$ cat src/rtl/ir_rle_sampler.sv
module ir_rle_sampler #(
  parameter int CLK_PER_US = 50,
  parameter int PRE_W      = $clog2(CLK_PER_US + 1)
) (
  input  logic       clk,
  input  logic       rst_n,
  input  logic       ir_in,
  input  logic       reg_we,
  input  logic [3:0] reg_addr,
  input  logic [7:0] reg_wdata,
  output logic [7:0] reg_rdata,
  output logic       irq
);
  localparam logic [PRE_W-1:0] PRE_LAST = PRE_W'(CLK_PER_US - 1);

  logic [1:0] sync;
  logic [7:0] ctl, per;
  logic [PRE_W-1:0] pre;
  logic [6:0] us;
  logic       cur;
  logic [6:0] cnt;
  logic [7:0] mem [8];
  logic [2:0] wp;
  logic [1:0] full;
  logic       rdh, lost, ovf;

  wire       en      = ctl[0];
  wire       inv     = ctl[1];
  wire       rxie    = ctl[2];
  wire [6:0] per_eff = (per[6:0] == 7'd0) ? 7'd1 : per[6:0];
  wire       tick    = en && (pre == PRE_LAST) && (us == per_eff - 7'd1);
  wire       lvl     = sync[1] ^ inv;
  wire       chg     = lvl != cur;
  wire       sat     = !chg && (cnt == 7'd126);
  wire       emit    = tick && ((chg && cnt != 7'd0) || sat);
  wire [7:0] smp     = {~cur, sat ? 7'd127 : cnt};
  wire       wh      = wp[2];
  wire       drop    = emit && full[wh];
  wire       put     = emit && !full[wh];
  wire       done    = put && (wp[1:0] == 2'b11);
  wire       pend    = full[rdh];
  wire       st_wr   = reg_we && (reg_addr == 4'hA);
  wire       ack     = st_wr && reg_wdata[1] && pend;

  assign irq = (rxie && pend) || ovf;

  always_ff @(posedge clk or negedge rst_n)
    if (!rst_n) sync <= 2'b00;
    else        sync <= {sync[0], ir_in};

  always_ff @(posedge clk or negedge rst_n)
    if (!rst_n) begin
      ctl <= 8'h00;
      per <= 8'd50;
    end else if (reg_we) begin
      if (reg_addr == 4'h8) ctl <= {5'b0, reg_wdata[2:0]};
      if (reg_addr == 4'h9) per <= reg_wdata;
    end

  always_ff @(posedge clk or negedge rst_n)
    if (!rst_n) begin
      pre <= '0;
      us  <= 7'd0;
    end else if (!en) begin
      pre <= '0;
      us  <= 7'd0;
    end else if (pre == PRE_LAST) begin
      pre <= '0;
      us  <= (us == per_eff - 7'd1) ? 7'd0 : us + 7'd1;
    end else begin
      pre <= pre + 1'b1;
    end

  always_ff @(posedge clk or negedge rst_n)
    if (!rst_n) begin
      cur <= 1'b0;
      cnt <= 7'd0;
    end else if (!en) begin
      cur <= 1'b0;
      cnt <= 7'd0;
    end else if (tick) begin
      if (chg) begin
        cur <= lvl;
        cnt <= 7'd1;
      end else if (sat) begin
        cnt <= 7'd0;
      end else begin
        cnt <= cnt + 7'd1;
      end
    end

  always_ff @(posedge clk or negedge rst_n)
    if (!rst_n) begin
      for (int i = 0; i < 8; i++) mem[i] <= 8'h00;
    end else if (put) begin
      mem[wp] <= smp;
    end

  always_ff @(posedge clk or negedge rst_n)
    if (!rst_n) begin
      wp   <= 3'd0;
      full <= 2'b00;
      rdh  <= 1'b0;
    end else if (!en) begin
      wp   <= 3'd0;
      full <= 2'b00;
      rdh  <= 1'b0;
    end else begin
      if (put)  wp <= wp + 3'd1;
      if (ack) begin
        full[rdh] <= 1'b0;
        rdh       <= ~rdh;
      end
      if (done) full[wh] <= 1'b1;
    end

  always_ff @(posedge clk or negedge rst_n)
    if (!rst_n)                     lost <= 1'b0;
    else if (drop)                  lost <= 1'b1;
    else if (st_wr && reg_wdata[2]) lost <= 1'b0;

  always_ff @(posedge clk or negedge rst_n)
    if (!rst_n)                     ovf <= 1'b0;
    else if (tick && sat && per[7]) ovf <= 1'b1;
    else if (st_wr && reg_wdata[3]) ovf <= 1'b0;

  always_comb begin
    reg_rdata = 8'h00;
    if (!reg_addr[3]) reg_rdata = mem[reg_addr[2:0]];
    else if (reg_addr == 4'h8) reg_rdata = ctl;
    else if (reg_addr == 4'h9) reg_rdata = per;
    else if (reg_addr == 4'hA) reg_rdata = {4'b0, ovf, lost, pend, rdh};
  end
endmodule

$ cat config.mk
export PLATFORM = sky130hd
export DESIGN_NAME = ir_rle_sampler
export DESIGN_NICKNAME = d
export VERILOG_FILES = /design/src/rtl/ir_rle_sampler.sv
export SDC_FILE = /design/constraint.sdc
export NUM_CORES = 1
export LEC_CHECK = 0
export ABC_AREA = 1
export BUFFER_PORTS_ARGS = -buffer_cell sky130_fd_sc_hd__buf_2
export CAP_MARGIN = 20
export CORE_UTILIZATION = 61
export DETAILED_ROUTE_END_ITERATION = 7
export HOLD_SLACK_MARGIN = 0.12
export PLACE_DENSITY = 0.79
export SKIP_CTS_REPAIR_TIMING = 1
export SLEW_MARGIN = 20
export SYNTH_ARGS = -nofsm -noshare
export SYNTH_HDL_FRONTEND = slang
export SYNTH_SLANG_ARGS = --single-unit
$ cat constraint.sdc
create_clock -name clk -period 3.2 [get_ports clk]
set_clock_uncertainty 0.05 [all_clocks]
set_input_delay 0.16 -clock clk [delete_from_list [all_inputs] [get_ports clk]]
set_output_delay 0.16 -clock clk [all_outputs]
set_load 0.1 [all_outputs]
Yosys cells after proc, flatten, opt, wreduce, memory -nomap -nowiden --
Cells that the tools add are included. Widths: inputs -> output; s select.
Storage, ports and cells: register bits 106, input bits 16, output and inout port bits 9, logic and storage cells 127
Cells by class: reductions and logical operators 30, add/sub/neg operators 5, bitwise logic cells 8, eq/ne operators 13, $lt $le $gt $ge 7, multiplexer cells 44
Operator list (count):
- $bwmux 64 | 1
- $mux 7 | 9
- $mux 8 | 6
- $bmux 8 s3 | 1
- $demux 8 s3 | 1
- $logic_and 1x1->1 | 19
- $mux 1 | 15
- $add 7x1->7 const B | 2
- $eq 4x4->1 const B | 3
- $mux 6 | 2
- $ne 2x1->1 const B | 5
- $ge 4x4->1 const B | 2
- $mux 2 | 4
- $not 3->4 | 2
- $eq 7x7->1 | 1
- $eq 7x7->1 const B | 1
- $logic_not 7->1 | 1
- $reduce_bool 7->1 | 1
- $sub 7x1->7 const B | 1
- $add 6x1->6 const B | 1
- $eq 6x6->1 const B | 1
- $mux 3 | 2
- $reduce_and 2->1 | 3
- $lt 1x2->1 const B | 2
- 15 further kinds | 21

Longest topological paths before layout --
word-level depth 11, gate-level depth with buffers 19, depth with buffers taken out 18

Worst setup path after synthesis --
Ideal clock, no wire load.
path type input to output, start input port reg_addr[0], end output port reg_rdata[0], buffers on the path 2, path slack -0.075 ns, arrival time 3.065 ns, cell stages on the path 6, required time 2.990 ns, path through clkbuf_1 > clkbuf_1 > o21ai_0 > o211ai_1 > o21ai_0 > o21ai_0
Between the ends: word-level cells in the longest chain between the ends 5, elaborated cells on any way between the ends 11, classes of those cells 3 x eq/ne; 7 x mux; 1 x bitwise
Ends and longest elaborated chain:
- from (decl) | RTL line 9 | input logic [3:0] reg_addr,
- $not 3->4 (not written as such) / $eq 4x4->1 (equally long branches) | RTL line 129, 132
- $bmux 8 s3 / $mux 4 (equally long branches) | RTL line 129, 132
- $mux 8, on equally long branches | RTL line 129, 131
- $mux 8, on equally long branches | RTL line 129, 130
- $mux 8 * | RTL line 129 | if (!reg_addr[3]) reg_rdata = mem[reg_addr[2:0]];
- to (decl) | RTL line 11 | output logic [7:0] reg_rdata,
Every way passes the cells marked *; elsewhere a longest branch is shown, timed or not. The select of a mux whose other input is x is not followed.

Worst setup path after layout --
start register per[2], end register mem[3] (netlist bit)
Between the ends: word-level cells in the longest chain between the ends 7
Ends and longest elaborated chain:
- from (decl) | RTL line 17 | logic [7:0] ctl, per;
- from (signal assigned) | RTL line 57 | if (reg_addr == 4'h9) per <= reg_wdata;
- $logic_not 7->1 | RTL line 30 | wire [6:0] per_eff = (per[6:0] == 7'd0) ? 7'd1 : per[6:0];
- $mux 7 * | RTL line 30
- $sub 7x1->7 * | RTL line 31 | wire tick = en && (pre == PRE_LAST) && (us == per_eff - 7'd1);
- $eq 7x7->1 * | RTL line 31
- $logic_and 1x1->1 * | RTL line 31
- $logic_and 1x1->1 * | RTL line 35 | wire emit = tick && ((chg && cnt != 7'd0) || sat);
- $logic_and 1x1->1 * | RTL line 39 | wire put = emit && !full[wh];
- to (signal, indexed assignment) | RTL line 96 | mem[wp] <= smp;
- to (decl) | RTL line 22 | logic [7:0] mem [8];
Every way passes the cells marked *; elsewhere a longest branch is shown, timed or not. A chain may end at the register's enable or synchronous reset.

==> impl_metrics.env <==
export IMPL_hold_viol=0
export IMPL_cp_slowest_cell="dfrtp_1"
export IMPL_tritoncts="done"
export IMPL_slowest_delay_ns=0.43
export IMPL_cp_common_cell="nand2_1"
export IMPL_yosys_warnings=0
export IMPL_timing_fmax_ghz=0.3438
export IMPL_path_clk_slew_ns=0.09
export IMPL_firstDrtPassIters=5
export IMPL_dp_slack_ns=0.05867
export IMPL_synth_edf_count=0
export IMPL_syn_to_final_growth_pct=10.01
export IMPL_finalSetupTns_ns=0
export IMPL_status="finished, final reports clean"
export IMPL_ys_top_cells_by_area="dfrtp_1, nand2_1, o21ai_0"
export IMPL_ys_seq_elements=106
export IMPL_tightest_slew_ns=0.8419
export IMPL_drt_iter0_drc=367
export IMPL_grt_remaining_overflow=0
export IMPL_critical_path_max_fanout=21
export IMPL_timing_slew_headroom_pct=43.88
export IMPL_clockRootBuffer="clkbuf_8"
export IMPL_grt_pass1_wl_mm=21.07
export IMPL_globalplace_congestion=0.8594
export IMPL_cts_buffer_depth=2
export IMPL_post_route_min_period_ns=2.909
export IMPL_grt_max_degree=66
export IMPL_track_usage_pct=30.82
export IMPL_irDropWorstVdd_mv=0.2723
export IMPL_routed_via_density=5.893
export IMPL_cts_buffers=9
export IMPL_drv_slew=0
export IMPL_ant_nets=0
export IMPL_postSynthCellCount=659
export IMPL_hpwl_mm=9.001
export IMPL_p_total_w=0.002617
export IMPL_finalCritPeriodShare_pct=90.90
export IMPL_setup_violations=0
export IMPL_syn_num_nets=683
export IMPL_drc=0
export IMPL_grt_pass1_vias=4365
export IMPL_io_pin_count=25
export IMPL_min_path_type="in -> reg"
export IMPL_cp_data_arrival_time_ns=3.09
export IMPL_crit_family="simple AND/OR/NAND/NOR gates"
export IMPL_die_area_um2=9068
export IMPL_yosys_top_cells_count="nand2_1, dfrtp_1, o21ai_0, nand3_1"
export IMPL_htree_num_levels=3
export IMPL_drv_cap=0
export IMPL_yosys_area_top_type_share_pct=48.62
export IMPL_wirelength_mm=12.98
export IMPL_finalInstanceArea_um2=5832
export IMPL_synth_distinct_cells=32
export IMPL_critical_path_class="reg -> reg"
export IMPL_path_buf_inv=2
export IMPL_required_ns=3.38
export IMPL_fin_cells=794
export IMPL_cp_cell_sequence="nor2_1 > nand3_2 > nand2_1 > inv_1 > ha_1 > or2_2 > nand2_1 > nand2_1 > nand2_1 > nand3_1 > nor2_1 > nand3_1 > nor3_4 > buf_12 > nand2_4 > nand2_1 > o21ai_0"
export IMPL_yosysTopAreaCell="dfrtp_1"
export IMPL_antenna_found_initial=0
export IMPL_finalWorstSetupSlack_ns=0.2911
export IMPL_rows=33
export IMPL_synth_main_ff_cell="dfrtp_1"
export IMPL_die_y_um=95.23
export IMPL_placed_cells=769
export IMPL_setup_worst_path_start_class="register"
export IMPL_core_um2=8299
export IMPL_syn_area_per_cell_um2=8.045
export IMPL_clkLatencyLatePin_ns=0.37
export IMPL_syn_cell_area_um2=5301
export IMPL_cts_sinks=106
export IMPL_place_area_um2=5493
export IMPL_rsz0062_at_grt="no"
export IMPL_portBuffers=24
export IMPL_initial_utilization_pct=63.88
export IMPL_nets=709
export IMPL_drive_gt1_share_pct=9.144
export IMPL_leakage_nw=2.830
export IMPL_async_reset_ff_share_pct=100.0
export IMPL_diodes=0
export IMPL_yosysMostFrequentCell="nand2_1"
export IMPL_die_w_um=95.23
export IMPL_routedWlPerCell_um=16.35
export IMPL_worst_setup_path_end_kind="register"
export IMPL_power_density_nw_per_um2=448.7
export IMPL_dr_total_vias=4679
export IMPL_yosysSeqAreaShare_pct=50.11
==> kinds of logic (layout without fill, tap and decap cells) <==
logic type / Yosys count / in the layout / share of synthesized area [%]
and+or+nand+nor: 309 / 309 / 24.36
AOI/OAI and AO/OA: 136 / 136 / 14.61
DFF: 106 / 106 / 50.11
buffers and inverters: 84 / 114 / 6.278
xor gates and xnor gates: 13 / 13 / 2.148
adders and majority gates: 8 / 8 / 1.888
muxes: 3 / 3 / 0.6136
==> per-stage QoR <==
step / hold slack, ns / utilization [%]
after floorplan: -0.1856 / -
after global placement: 0.2217 / 66.18
after detailed placement: 0.2245 / 66.18
after CTS: -0.1603 / 68.10
after global routing: 0.1782 / 70.27
final: 0.1490 / 70.27
==> worst paths after layout <==
path / from / end / slack [ns] / cells past startpoint
min reg2reg: sync[0] / sync[1] / 0.31 / 0
max: per[2] / mem[3] / 0.29 / 17
min: reg_we / lost / 0.15 / 4
min in group asynchronous: rst_n / mem[36] / 0.37 / 2
max in group asynchronous: rst_n / per[5] / 1.87 / 3
max reg2reg: per[2] / mem[3] / 0.29 / 17
==> power by group <==
part           internal (W)  switching, W  leakage [nW]
clock network      0.000278      0.000440        0.0823
logic              0.000125      0.000322          1.30
registers           0.00139     0.0000590          1.45
==> worst reg2reg max path: stages, from the launching register on <==
cell and delay, ns:
dfrtp_1 0.43, nor2_1 0.21, nand3_2 0.16, nand2_1 0.11, inv_1 0.05, ha_1 0.21, or2_2 0.31, nand2_1 0.06
nand2_1 0.05, nand2_1 0.06, nand3_1 0.07, nor2_1 0.13, nand3_1 0.16, nor3_4 0.18, buf_12 0.21, nand2_4 0.13
nand2_1 0.11, o21ai_0 0.09
==> layout by cell type (no fill, tap or decap), types with 3 or more instances in the layout <==
cell / count
dfstp_2: 3
buf_2: 23
nand4_1: 7
xor2_1: 11
clkbuf_8: 9
nand2_1: 164
buf_4: 7
o22ai_1: 5
nand3_1: 58
clkinv_2: 3
nor3_1: 8
nor2_1: 54
nor4_1: 3
clkinv_1: 3
dlygate4sd3_1: 10
o21ai_0: 90
o21ai_1: 5
ha_1: 8
o211ai_1: 4
o2111ai_1: 13
dfrtp_1: 103
nand2_4: 8
a32o_1: 3
a21oi_1: 12
inv_1: 55
==> flip-flops by register name (all words and copies together) (netlist names) <==
name and flops:
full 2, per 8, cur 1, wp 3, pre 6, ctl 3
mem 64, sync 2, ovf 1, rdh 1, us 7, cnt 7
lost 1
==> metal layers <==
layer	vias to the layer above	track usage [%]	share of wire (%)
li1	2251	-	-
met1	2242	42.20	45
met2	155	49.05	47
met3	31	5.183	5.8
met4	0	11.87	2.4
met5	-	0	0
==> final cells by class <==
| type | instances | area, um^2 |
|---|---|---|
| sequential | 106 | 2656 |
| fill | 659 | 2467 |
| multi-input combinational | 469 | 2380 |
| timing repair buffer | 41 | 287.8 |
| inverter | 58 | 217.7 |
| tap | 105 | 131.4 |
| clock buffer | 10 | 127.6 |
| clock inverter | 5 | 31.28 |
Power figures use the tool's default switching activity.
